### src/rtl/lcdt_pkg.sv
// Package: shared field widths, the phase encoding and the captured
// configuration record for the raster timing generator.
// Assumes the active-column counter is the widest counter in the block.
package lcdt_pkg;

    localparam int DIV_W    = 8;
    localparam int PORCH_W  = 8;
    localparam int SYNC_W   = 6;
    localparam int PPL_LO_W = 6;
    localparam int PPL_W    = PPL_LO_W + 1;
    localparam int LPF_LO_W = 10;
    localparam int LPF_W    = LPF_LO_W + 1;
    localparam int CW       = PPL_W + 4;

    // Order of the four segments of a line or a frame
    typedef enum logic [1:0] {
        PH_SYNC  = 2'd0,
        PH_BACK  = 2'd1,
        PH_ACT   = 2'd2,
        PH_FRONT = 2'd3
    } phase_t;

    typedef struct packed {
        logic [DIV_W-1:0]   div;
        logic [PPL_W-1:0]   ppl;
        logic [LPF_W-1:0]   lpf;
        logic [PORCH_W-1:0] hbp;
        logic [PORCH_W-1:0] hfp;
        logic [SYNC_W-1:0]  hsw;
        logic [PORCH_W-1:0] vbp;
        logic [PORCH_W-1:0] vfp;
        logic [SYNC_W-1:0]  vsw;
        logic               inv_p;
        logic               inv_l;
        logic               inv_f;
    } cfg_t;

endpackage

### src/rtl/lcdt_pixdiv.sv
// Module: pixel divider. While run is high it counts core cycles modulo
// max(div_in, 2). It gives a one-cycle tick at the end of each pixel period
// and a raw pixel clock that is high for the first half of the period.
// Assumes div_in is held steady while run is high.
module lcdt_pixdiv #(
    parameter int DW = 8
) (
    input  logic          clk,
    input  logic          rst_n,
    input  logic          run,
    input  logic [DW-1:0] div_in,
    output logic          tick,
    output logic          pclk_raw
);
    localparam logic [DW-1:0] ONE = DW'(1);
    localparam logic [DW-1:0] TWO = DW'(2);

    logic [DW-1:0] div_eff;
    logic [DW-1:0] cnt;

    // Force divisors below two up to two
    always_comb div_eff = (div_in < TWO) ? TWO : div_in;

    // Core-cycle counter inside one pixel period
    always_ff @(posedge clk) begin
        if (!rst_n || !run)
            cnt <= '0;
        else if (cnt >= div_eff - ONE)
            cnt <= '0;
        else
            cnt <= cnt + ONE;
    end

    assign tick     = run && (cnt == div_eff - ONE);
    assign pclk_raw = run && (cnt < (div_eff >> 1));

    AST_TICK_SPACING: assert property (@(posedge clk) disable iff (!rst_n)
        tick |=> !tick) else $error("tick on consecutive cycles");

endmodule

### src/rtl/lcdt_seq.sv
// Module: four-segment sequencer. Each step moves one position through
// sync, back porch, active and front porch. last[k] is the final index of
// segment k. wrap flags the step that leaves the front porch.
// Assumes last is stable whenever clr is low.
module lcdt_seq
    import lcdt_pkg::*;
#(
    parameter int W = CW
) (
    input  logic                clk,
    input  logic                rst_n,
    input  logic                clr,
    input  logic                step,
    input  logic [3:0][W-1:0]   last,
    output phase_t              phase,
    output logic [W-1:0]        pos,
    output logic                wrap
);
    logic at_end;

    assign at_end = (pos == last[phase]);
    assign wrap   = step && at_end && (phase == PH_FRONT);

    // Advance the position and move to the next segment at its end
    always_ff @(posedge clk) begin
        if (!rst_n || clr) begin
            phase <= PH_SYNC;
            pos   <= '0;
        end else if (step) begin
            if (at_end) begin
                phase <= phase_t'(phase + 2'd1);
                pos   <= '0;
            end else begin
                pos   <= pos + W'(1);
            end
        end
    end

    AST_POS_IN_RANGE: assert property (@(posedge clk) disable iff (!rst_n)
        pos <= last[phase]) else $error("position past segment end");

    AST_WRAP_TO_SYNC: assert property (@(posedge clk) disable iff (!rst_n)
        wrap |=> (phase == PH_SYNC) && (pos == '0)) else $error("bad wrap");

endmodule

### src/rtl/lcd_raster_timing.sv
// Module: raster timing generator top. It captures the configuration while
// stopped, runs a horizontal and a vertical sequencer from the pixel tick,
// and drives the sync strobes, data enable and positions. Dropping the
// enable ends the run at the next frame boundary and raises done.
// Assumes enable is the last input set up before a start.
module lcd_raster_timing
    import lcdt_pkg::*;
#(
    parameter bit EXT_WIDTH = 1'b1
) (
    input  logic                clk,
    input  logic                rst_n,
    input  logic                raster_en,
    input  logic [DIV_W-1:0]    cfg_div,
    input  logic [PPL_LO_W-1:0] cfg_width_lo,
    input  logic                cfg_width_top,
    input  logic [LPF_LO_W-1:0] cfg_height_lo,
    input  logic                cfg_height_top,
    input  logic [SYNC_W-1:0]   cfg_hsync,
    input  logic [PORCH_W-1:0]  cfg_hback,
    input  logic [PORCH_W-1:0]  cfg_hfront,
    input  logic [SYNC_W-1:0]   cfg_vsync,
    input  logic [PORCH_W-1:0]  cfg_vback,
    input  logic [PORCH_W-1:0]  cfg_vfront,
    input  logic                inv_pclk,
    input  logic                inv_lclk,
    input  logic                inv_fclk,
    output logic                pclk,
    output logic                lclk,
    output logic                fclk,
    output logic                de,
    output logic [CW-1:0]       h_pos,
    output logic [CW-1:0]       v_pos,
    output logic                done
);
    logic               running;
    logic               stop_pend;
    cfg_t               shadow;
    logic [PPL_W-1:0]   ppl_code;
    logic               tick, pclk_raw;
    logic [3:0][CW-1:0] h_last, v_last;
    phase_t             h_phase, v_phase;
    logic [CW-1:0]      h_cnt, v_cnt;
    logic               h_wrap, v_wrap;

    // Width code variant picked by parameter
    generate
        if (EXT_WIDTH) begin : g_wide
            assign ppl_code = {cfg_width_top, cfg_width_lo};
        end else begin : g_narrow
            logic unused_top;
            assign unused_top = cfg_width_top;
            assign ppl_code   = {1'b0, cfg_width_lo};
        end
    endgenerate

    // Capture configuration in every stopped cycle
    always_ff @(posedge clk) begin
        if (!rst_n)
            shadow <= '0;
        else if (!running)
            shadow <= '{div: cfg_div, ppl: ppl_code,
                        lpf: {cfg_height_top, cfg_height_lo},
                        hbp: cfg_hback, hfp: cfg_hfront, hsw: cfg_hsync,
                        vbp: cfg_vback, vfp: cfg_vfront, vsw: cfg_vsync,
                        inv_p: inv_pclk, inv_l: inv_lclk, inv_f: inv_fclk};
    end

    // Run control: start on enable, stop at the end of a frame once asked
    always_ff @(posedge clk) begin
        if (!rst_n) begin
            running   <= 1'b0;
            stop_pend <= 1'b0;
            done      <= 1'b0;
        end else if (!running) begin
            if (raster_en) begin
                running   <= 1'b1;
                stop_pend <= 1'b0;
                done      <= 1'b0;
            end
        end else if (v_wrap && (stop_pend || !raster_en)) begin
            running   <= 1'b0;
            done      <= 1'b1;
        end else if (!raster_en) begin
            stop_pend <= 1'b1;
        end
    end

    // Final index of each line and frame segment
    always_comb begin
        h_last[PH_SYNC]  = CW'(shadow.hsw);
        h_last[PH_BACK]  = CW'(shadow.hbp);
        h_last[PH_ACT]   = {shadow.ppl, 4'hF};
        h_last[PH_FRONT] = CW'(shadow.hfp);
        v_last[PH_SYNC]  = CW'(shadow.vsw);
        v_last[PH_BACK]  = CW'(shadow.vbp);
        v_last[PH_ACT]   = CW'(shadow.lpf);
        v_last[PH_FRONT] = CW'(shadow.vfp);
    end

    lcdt_pixdiv #(.DW(DIV_W)) u_div (
        .clk(clk), .rst_n(rst_n), .run(running), .div_in(shadow.div),
        .tick(tick), .pclk_raw(pclk_raw)
    );

    lcdt_seq #(.W(CW)) u_hseq (
        .clk(clk), .rst_n(rst_n), .clr(!running), .step(tick),
        .last(h_last), .phase(h_phase), .pos(h_cnt), .wrap(h_wrap)
    );

    lcdt_seq #(.W(CW)) u_vseq (
        .clk(clk), .rst_n(rst_n), .clr(!running), .step(tick && h_wrap),
        .last(v_last), .phase(v_phase), .pos(v_cnt), .wrap(v_wrap)
    );

    assign de    = running && (h_phase == PH_ACT) && (v_phase == PH_ACT);
    assign h_pos = de ? h_cnt : '0;
    assign v_pos = de ? v_cnt : '0;
    assign pclk  = pclk_raw ^ shadow.inv_p;
    assign lclk  = (running && (h_phase == PH_SYNC)) ^ shadow.inv_l;
    assign fclk  = (running && (v_phase == PH_SYNC)) ^ shadow.inv_f;

    AST_DONE_MEANS_IDLE: assert property (@(posedge clk) disable iff (!rst_n)
        done |-> !running) else $error("done while running");

    AST_DONE_AT_FRAME_END: assert property (@(posedge clk) disable iff (!rst_n)
        $rose(done) |-> $past(v_wrap)) else $error("stop off frame edge");

    AST_DE_ONLY_RUNNING: assert property (@(posedge clk) disable iff (!rst_n)
        !running |-> !de) else $error("de while idle");

    AST_CFG_FROZEN: assert property (@(posedge clk) disable iff (!rst_n)
        (running && $past(running)) |-> $stable(shadow)) else $error("cfg moved");

endmodule

### config.mk
export PLATFORM = sky130hd
export DESIGN_NAME = lcd_raster_timing
export DESIGN_NICKNAME = d
export VERILOG_FILES = /design/src/rtl/lcdt_pkg.sv /design/src/rtl/lcdt_pixdiv.sv /design/src/rtl/lcdt_seq.sv /design/src/rtl/lcd_raster_timing.sv
export SDC_FILE = /design/constraint.sdc
export NUM_CORES = 1
export LEC_CHECK = 0
export ABC_AREA = 1
export CORE_AREA = 10 10 141 143
export DETAILED_ROUTE_END_ITERATION = 8
export DIE_AREA = 0 0 151 153
export MAX_ROUTING_LAYER = met4
export PLACE_DENSITY_LB_ADDON = 0.25
export SLEW_MARGIN = 20
export SYNTH_ARGS = -nofsm -noshare
export SYNTH_HDL_FRONTEND = slang
export SYNTH_SLANG_ARGS = --single-unit
### constraint.sdc
create_clock -name clk -period 4 [get_ports clk]
set_clock_uncertainty 0.05 [all_clocks]
set_input_delay 0.8 -clock clk [delete_from_list [all_inputs] [get_ports clk]]
set_output_delay 0.8 -clock clk [all_outputs]
set_load 0.01 [all_outputs]
[Word level (Yosys, flattened, before mapping)]
Cells that the tools add are included.
Word-level totals
  bits in registers: 110
  input bits: 76
  output and inout bits: 27
  word-level logic and storage cells: 87
Cells by class
  add/subtract/negate cells: 6
  $lt $le $gt $ge: 5
  eq/ne operators: 10
  muxes and demuxes: 18
  bitwise logic cells: 3
  reduce and logical (&&, ||, !) cells: 25
Operators by type and width (count)
  2-to-1 mux 11 bit: 6
  binary-select mux 11 bit (select 2 bit): 2
  adder 11 x 1 -> 11 bit, second input constant: 2
  == test 11 bit: 2
  logical AND 1 bit: 12
  2-to-1 mux 1 bit: 9
  adder 8 x 1 -> 8 bit, second input constant: 1
  == test 2 bit, second input constant: 4
  == test 8 bit: 1
  >= comparator 8 bit: 1
  less-than comparator 8 x 2 -> 1 bit, second input constant: 1
  less-than comparator 8 x 7 -> 1 bit: 1
  2-to-1 mux 8 bit: 1
  subtractor 8 x 1 -> 8 bit, second input constant: 1
  less-than comparator 2 x 3 -> 1 bit, second input constant: 2
  AND reduction 2 bit: 3
  adder 2 x 1 -> 2 bit, second input constant: 2
  logical NOT 2 bit: 2
  inequality test 2 bit, second input constant: 2
  logical NOT 1 bit: 3
  AND reduction 3 bit: 1
  bitwise XOR 1 bit: 3
  logical OR 1 bit: 2
  inequality test 2 x 1 -> 1 bit, second input constant: 1
  other kinds (2): 2

[Logic depth before layout (Yosys ltp)]
Gate-level depths: netlist of the first run.
  depth after elaboration: 13
  mapped depth: 22
  depth with buffers taken out: 22

[By module]
A second synthesis of the first run with hierarchy kept.
Second synthesis, totals
  cell total of the unflattened synthesis: 1013
  area total of the unflattened synthesis: 6490.0 um2
By module, submodules not included
  lcd_raster_timing: times used 1, cells each 403, area each 3075.4 um2
  lcdt_seq: times used 2, cells each 249, area each 1297.5 um2
  lcdt_pixdiv: times used 1, cells each 112, area each 819.5 um2

[Worst setup path before layout of the first run]
Ideal clock, no wire load.
  path kind: reg-to-reg
  from: reg shadow[71] (netlist name)
  to: reg u_hseq.pos[9]
  library setup time: 0.116 ns
  arrival time: 2.944 ns
  required time: 3.834 ns
  slack: 0.890 ns
  cell stages (with the launch flop): 18
  buffers on the path: 0
  clock period less this slack: 3.110 ns
  cell sequence: dfxtp_1 -> inv_1 -> nand2_1 -> o41ai_1 -> ha_1 -> nand2_1 -> nor2_1 -> xor2_1 -> ha_1 -> nand2_1 -> nor2_2 -> nand3_1 -> inv_2 -> nand4_1 -> nor4_1 -> nand4_1 -> o211ai_1 -> inv_1
Between the ends
  cells in the longest elaborated chain, start to end: 5
Ends and longest elaborated chain
  from (decl): line lcd_raster_timing.sv:38  | cfg_t shadow;
  from (signal assigned): line lcd_raster_timing.sv:62  | shadow <= '{div: cfg_div, ppl: ppl_code,
  less-than comparator 8 x 2 -> 1 bit: line lcdt_pixdiv.sv:22  | always_comb div_eff = (div_in < TWO) ? TWO : div_in;
  2-to-1 mux 8 bit (*): line lcdt_pixdiv.sv:22
  subtractor 8 x 1 -> 8 bit (*): line lcdt_pixdiv.sv:34  | assign tick = run && (cnt == div_eff - ONE);
  == test 8 bit (*): line lcdt_pixdiv.sv:34
  logical AND 1 bit (*): line lcdt_pixdiv.sv:34
  to (signal assigned): line lcdt_seq.sv:34  | pos <= pos + W'(1);
  to (decl): line lcdt_seq.sv:16  | output logic [W-1:0] pos,
Mark *: on every way between the ends. The rest lies on a longest branch, timed or not.
A chain may end at the register's enable or synchronous reset.

[Final worst setup path of the first run]
Same ends and word-level chain as after synthesis.

==> impl_summary.md, run 1 <==
Outcome
The run finished with clean final reports.

Synth
The netlist area before placement is just under 0.006 mm². The synthesis warning total is 0. The mean area per synthesized cell is around 6.8 µm². The top flip-flop cell by instance count after synthesis is sky130_fd_sc_hd__dfxtp_1. The total nets after synthesis is 970.

After synthesis, the netlist uses 38 different library cells. For this run, the register share of the synthesized area comes to 0.3739. The share of synthesized registers carrying an async set or reset is 0. Synthesis produced 870 cells. The number of synthesized flops with an enable pin is 0. In this run, synthesis produced a sequential element count of 110.

STA
The number of endpoints with negative hold slack in the final report is 0. At the pin with the least slew margin, the transition time is 0.6918 ns. The smallest clock period supported by the final layout is computed as 3.539 ns. The post-route worst setup slack is 0.4614 ns.

In this run the tightest slew margin relative to its limit is 0.5382. The final clock period utilization by the worst path is 0.8846. For this run, the top clock speed supported by timing is 0.2826 GHz.

Setup repair after global routing left no endpoint under its margin. The max-slew violation total from the final report is 0. In the final timing run, aggregate negative setup slack is 0 ns. Setup violations remaining at the end of the flow were counted as 0.

Clock network
In this run the post-CTS setup repair buffer count came out at 0. The clock passes through at most 2 buffers. For this design, the CTS-stage hold fixing added 0 buffers. At the later pin of the worst-skew pair, clock insertion delay measures 0.36 ns.

The library cell used as clock root buffer is sky130_fd_sc_hd__clkbuf_16. Post-CTS repair changed the size of 0 cells. The number of clock sinks is 110.

TritonCTS built the clock tree. Counting the buffers created by CTS gives 9. After clock tree synthesis, the clock-pin slew on the worst setup and hold paths is 0.07 ns. The clock tree synthesis step divided the H-tree into 3 levels.

Placed design
The number of I/O port buffers is 102. The congestion estimate from routability-driven global placement came to 0.9247. Timing analysis after detailed placement gives a worst setup slack of between 0.4 and 0.5 ns. The total half-perimeter wirelength after legalization and detailed placement is approximately 13 mm.

The area of placed instances is 0.007094 mm².

Floorplan
The floorplan die area is 0.02310 mm². The core box area is 0.01706 mm². The number of rows created at floorplan is 48. The number of I/O pins is 103.

For this configuration, the core starts out at a cell density of 0.3453. The vertical die dimension is 153 µm. The die span in x is approximately 150 µm.

Critical path
STA classifies the critical path startpoint as a flip-flop. The critical path is of the reg -> reg type. In this design, the critical path's most frequently occurring cell is sky130_fd_sc_hd__nand2_1. Together, buffers and inverters on the worst path number 3. The maximum single-stage delay on the critical path is 0.53 ns. The data arrival at the endpoint of the critical path is 3.75 ns. The capturing element type of the critical path is a flip-flop. At the worst endpoint, the required time is 4.21 ns. The cell with the largest stage delay on the worst path is sky130_fd_sc_hd__nor4_1.

The critical path goes through inv_1, nand2_1, o41ai_1, ha_1, nand2_1, nor2_1, xor2_1, ha_1, nand2_1, nor2_2, nand3_1, inv_2, nand4_1, nor4_1, nand4_1, o211ai_1, inv_1. Of all nets on the critical path, the largest fanout is 7. Among cell families on the critical path, the largest total delay comes from simple AND/OR/NAND/NOR gates.

Flow run
Across the run, the number of max-cap violations was 0.

Global route
The number of antenna violations at the first check in global routing is 0. The total routing usage reported by global routing is 0.1526. The number of global-route vias before repair is between 5000 and 6000. The maximum number of pins on one net before global-route repair is 75. The global-route wire length before repair is about 28 mm.

The total overflow reported by the global router is 0.

Final layout
After routing the design area is 0.007402 mm². Relative to the synthesized area, the layout overhead comes to 25.69%. The final core utilization is 0.4340.

The number of nets in the layout is 1057. The most common cell after layout, fill and taps aside is sky130_fd_sc_hd__nor2_1. In the final layout, the share of cells above drive strength 1 is 0.06972. Fill cells in the final layout number roughly 1800.

The antenna cell count is 0. The library cells used most frequently in the layout, excluding fill and tap cells, are 178 x sky130_fd_sc_hd__nor2_1, 167 x sky130_fd_sc_hd__nand2_1, 109 x sky130_fd_sc_hd__dfxtp_1.

Drt
For this run, design rule violations remaining after detail routing come to 0. The mean number of vias per cell is 4.786. The first-pass iteration count of the detailed router is 5. The number of vias in the routed layout is about 5700. The detail route stage leaves a number of antenna-violating nets equal to 0. After detailed routing, the average wire length per cell comes to 14.34 µm. The detailed router finished its first iteration with between 300 and 400 violations. The routed design has ~17 mm of wire.

Power and ir drop
IR analysis of the VDD net gives a maximum drop of ~0.00023 V. The leakage power total is 3.020 nW. In this run the power density over the cells is 333.9 mW/mm².

Hold path
The path type of the worst min-delay path is reg -> reg.
-- synth_stat cells, types with 2 or more instances --
cell type / instances / area share
sky130_fd_sc_hd__a211oi_2: 2 / 0.0042
sky130_fd_sc_hd__a21oi_1: 44 / 0.037
sky130_fd_sc_hd__buf_2: 3 / 0.0025
sky130_fd_sc_hd__buf_4: 4 / 0.0051
sky130_fd_sc_hd__buf_6: 2 / 0.0038
sky130_fd_sc_hd__clkbuf_1: 27 / 0.017
sky130_fd_sc_hd__clkinv_2: 2 / 0.0017
sky130_fd_sc_hd__dfxtp_1: 110 / 0.37
sky130_fd_sc_hd__ha_1: 24 / 0.051
sky130_fd_sc_hd__inv_1: 60 / 0.038
sky130_fd_sc_hd__inv_2: 8 / 0.0051
sky130_fd_sc_hd__nand2_1: 167 / 0.11
sky130_fd_sc_hd__nand2_2: 6 / 0.0064
sky130_fd_sc_hd__nand3_1: 71 / 0.060
sky130_fd_sc_hd__nand3_2: 5 / 0.0085
sky130_fd_sc_hd__nand4_1: 10 / 0.011
sky130_fd_sc_hd__nand4_4: 2 / 0.0072
sky130_fd_sc_hd__nor2_1: 178 / 0.11
sky130_fd_sc_hd__nor2_2: 8 / 0.0085
sky130_fd_sc_hd__nor2_4: 3 / 0.0057
sky130_fd_sc_hd__nor3_1: 14 / 0.012
sky130_fd_sc_hd__nor3b_1: 2 / 0.0025
sky130_fd_sc_hd__nor4_1: 3 / 0.0032
sky130_fd_sc_hd__o211ai_1: 3 / 0.0038
sky130_fd_sc_hd__o21ai_0: 81 / 0.069
sky130_fd_sc_hd__o21ai_1: 4 / 0.0034
sky130_fd_sc_hd__xor2_1: 16 / 0.024
-- registers in the layout, summed over array words and instances (netlist names) --
| register | count |
|---|---|
| shadow | 44 |
| h_last | 29 |
| u_hseq.pos | 11 |
| u_vseq.pos | 11 |
| u_div.cnt | 8 |
| u_hseq.phase | 2 |
| u_vseq.phase | 2 |
| done | 1 |
| running | 1 |
| stop_pend | 1 |
-- report_power, final --
group	total (W)	leakage, nW	internal, W	switching, W
combinational	0.000341	1.96	0.000157	0.000184
sequential	0.00119	0.907	0.00116	0.0000378
clock	0.000937	0.153	0.000521	0.000416
total	0.00247	3.02	0.00183	0.000638
-- cells by family (layout without fill, tap and decap cells) --
logic type / after synthesis / count (layout) / synth area share
buf+inv: 107 / 198 / 0.07436
xor+xnor: 17 / 17 / 0.02528
fa+ha+maj: 24 / 24 / 0.05099
simple gates: 473 / 473 / 0.3501
compound gates: 139 / 139 / 0.1253
flops: 110 / 110 / 0.3739
-- final cells by class --
cell class              count  area (µm²)  area share
multi-input cells         653        3249      0.4390
flip-flops and latches    110        2203      0.2977
repair buffers            112        1091      0.1474
well taps                 225       281.5     0.03803
inverters                  71       269.0     0.03634
clock buffers              11       252.7     0.03414
clock inverters             4       55.05    0.007437
-- through the flow --
step | power, W | hold slack [ns] | cells
after floorplan | 0.001415 | 0.3795 | 870
after global placement | 0.001557 | 0.3939 | 1171
after detailed placement | 0.001562 | 0.4010 | 1171
after CTS | 0.002500 | 0.4119 | 1186
after global routing | 0.002600 | 0.4403 | 1186
final | 0.002471 | 0.4089 | 1186
-- path summary, 6_finish.rpt --
kind,slack [ns],depth (start not counted),start,to
worst max register to register,0.46,17,shadow[71],u_hseq.pos[9]
worst min-delay path,0.41,2,h_last[37],h_last[37]
worst min register to register,0.41,2,h_last[37],h_last[37]
worst max-delay path,0.46,17,shadow[71],u_hseq.pos[9]
-- tightest hold or removal path, stage by stage (launching register included) --
cell and delay (ns):
sky130_fd_sc_hd__dfxtp_1 0.30, sky130_fd_sc_hd__inv_1 0.06, sky130_fd_sc_hd__a21oi_1 0.06
-- metal layers --
layer  wire length (µm)  global-route usage  vias to the layer above
met5                  0                   -                        -
met3                763             0.03897                       20
li1                   -                   -                     2999
met1               8170              0.1898                     2539
met2               7795              0.2396                      118
met4                284             0.04081                        0
Note: power is estimated with default switching activity, not from simulation.
==> run 2, diff against run 1 <==
CAP_MARGIN = 40   (was not set)
CTS_CLUSTER_SIZE = 20   (was not set)
==> results of run 2 <==
The final DEF is identical to that of run 1; final timing and power are the same.
==> run 3, diff against run 2 <==
HOLD_SLACK_MARGIN = 0.08   (was not set)
==> results of run 3 <==
The final DEF is identical to that of run 1; final timing and power are the same.
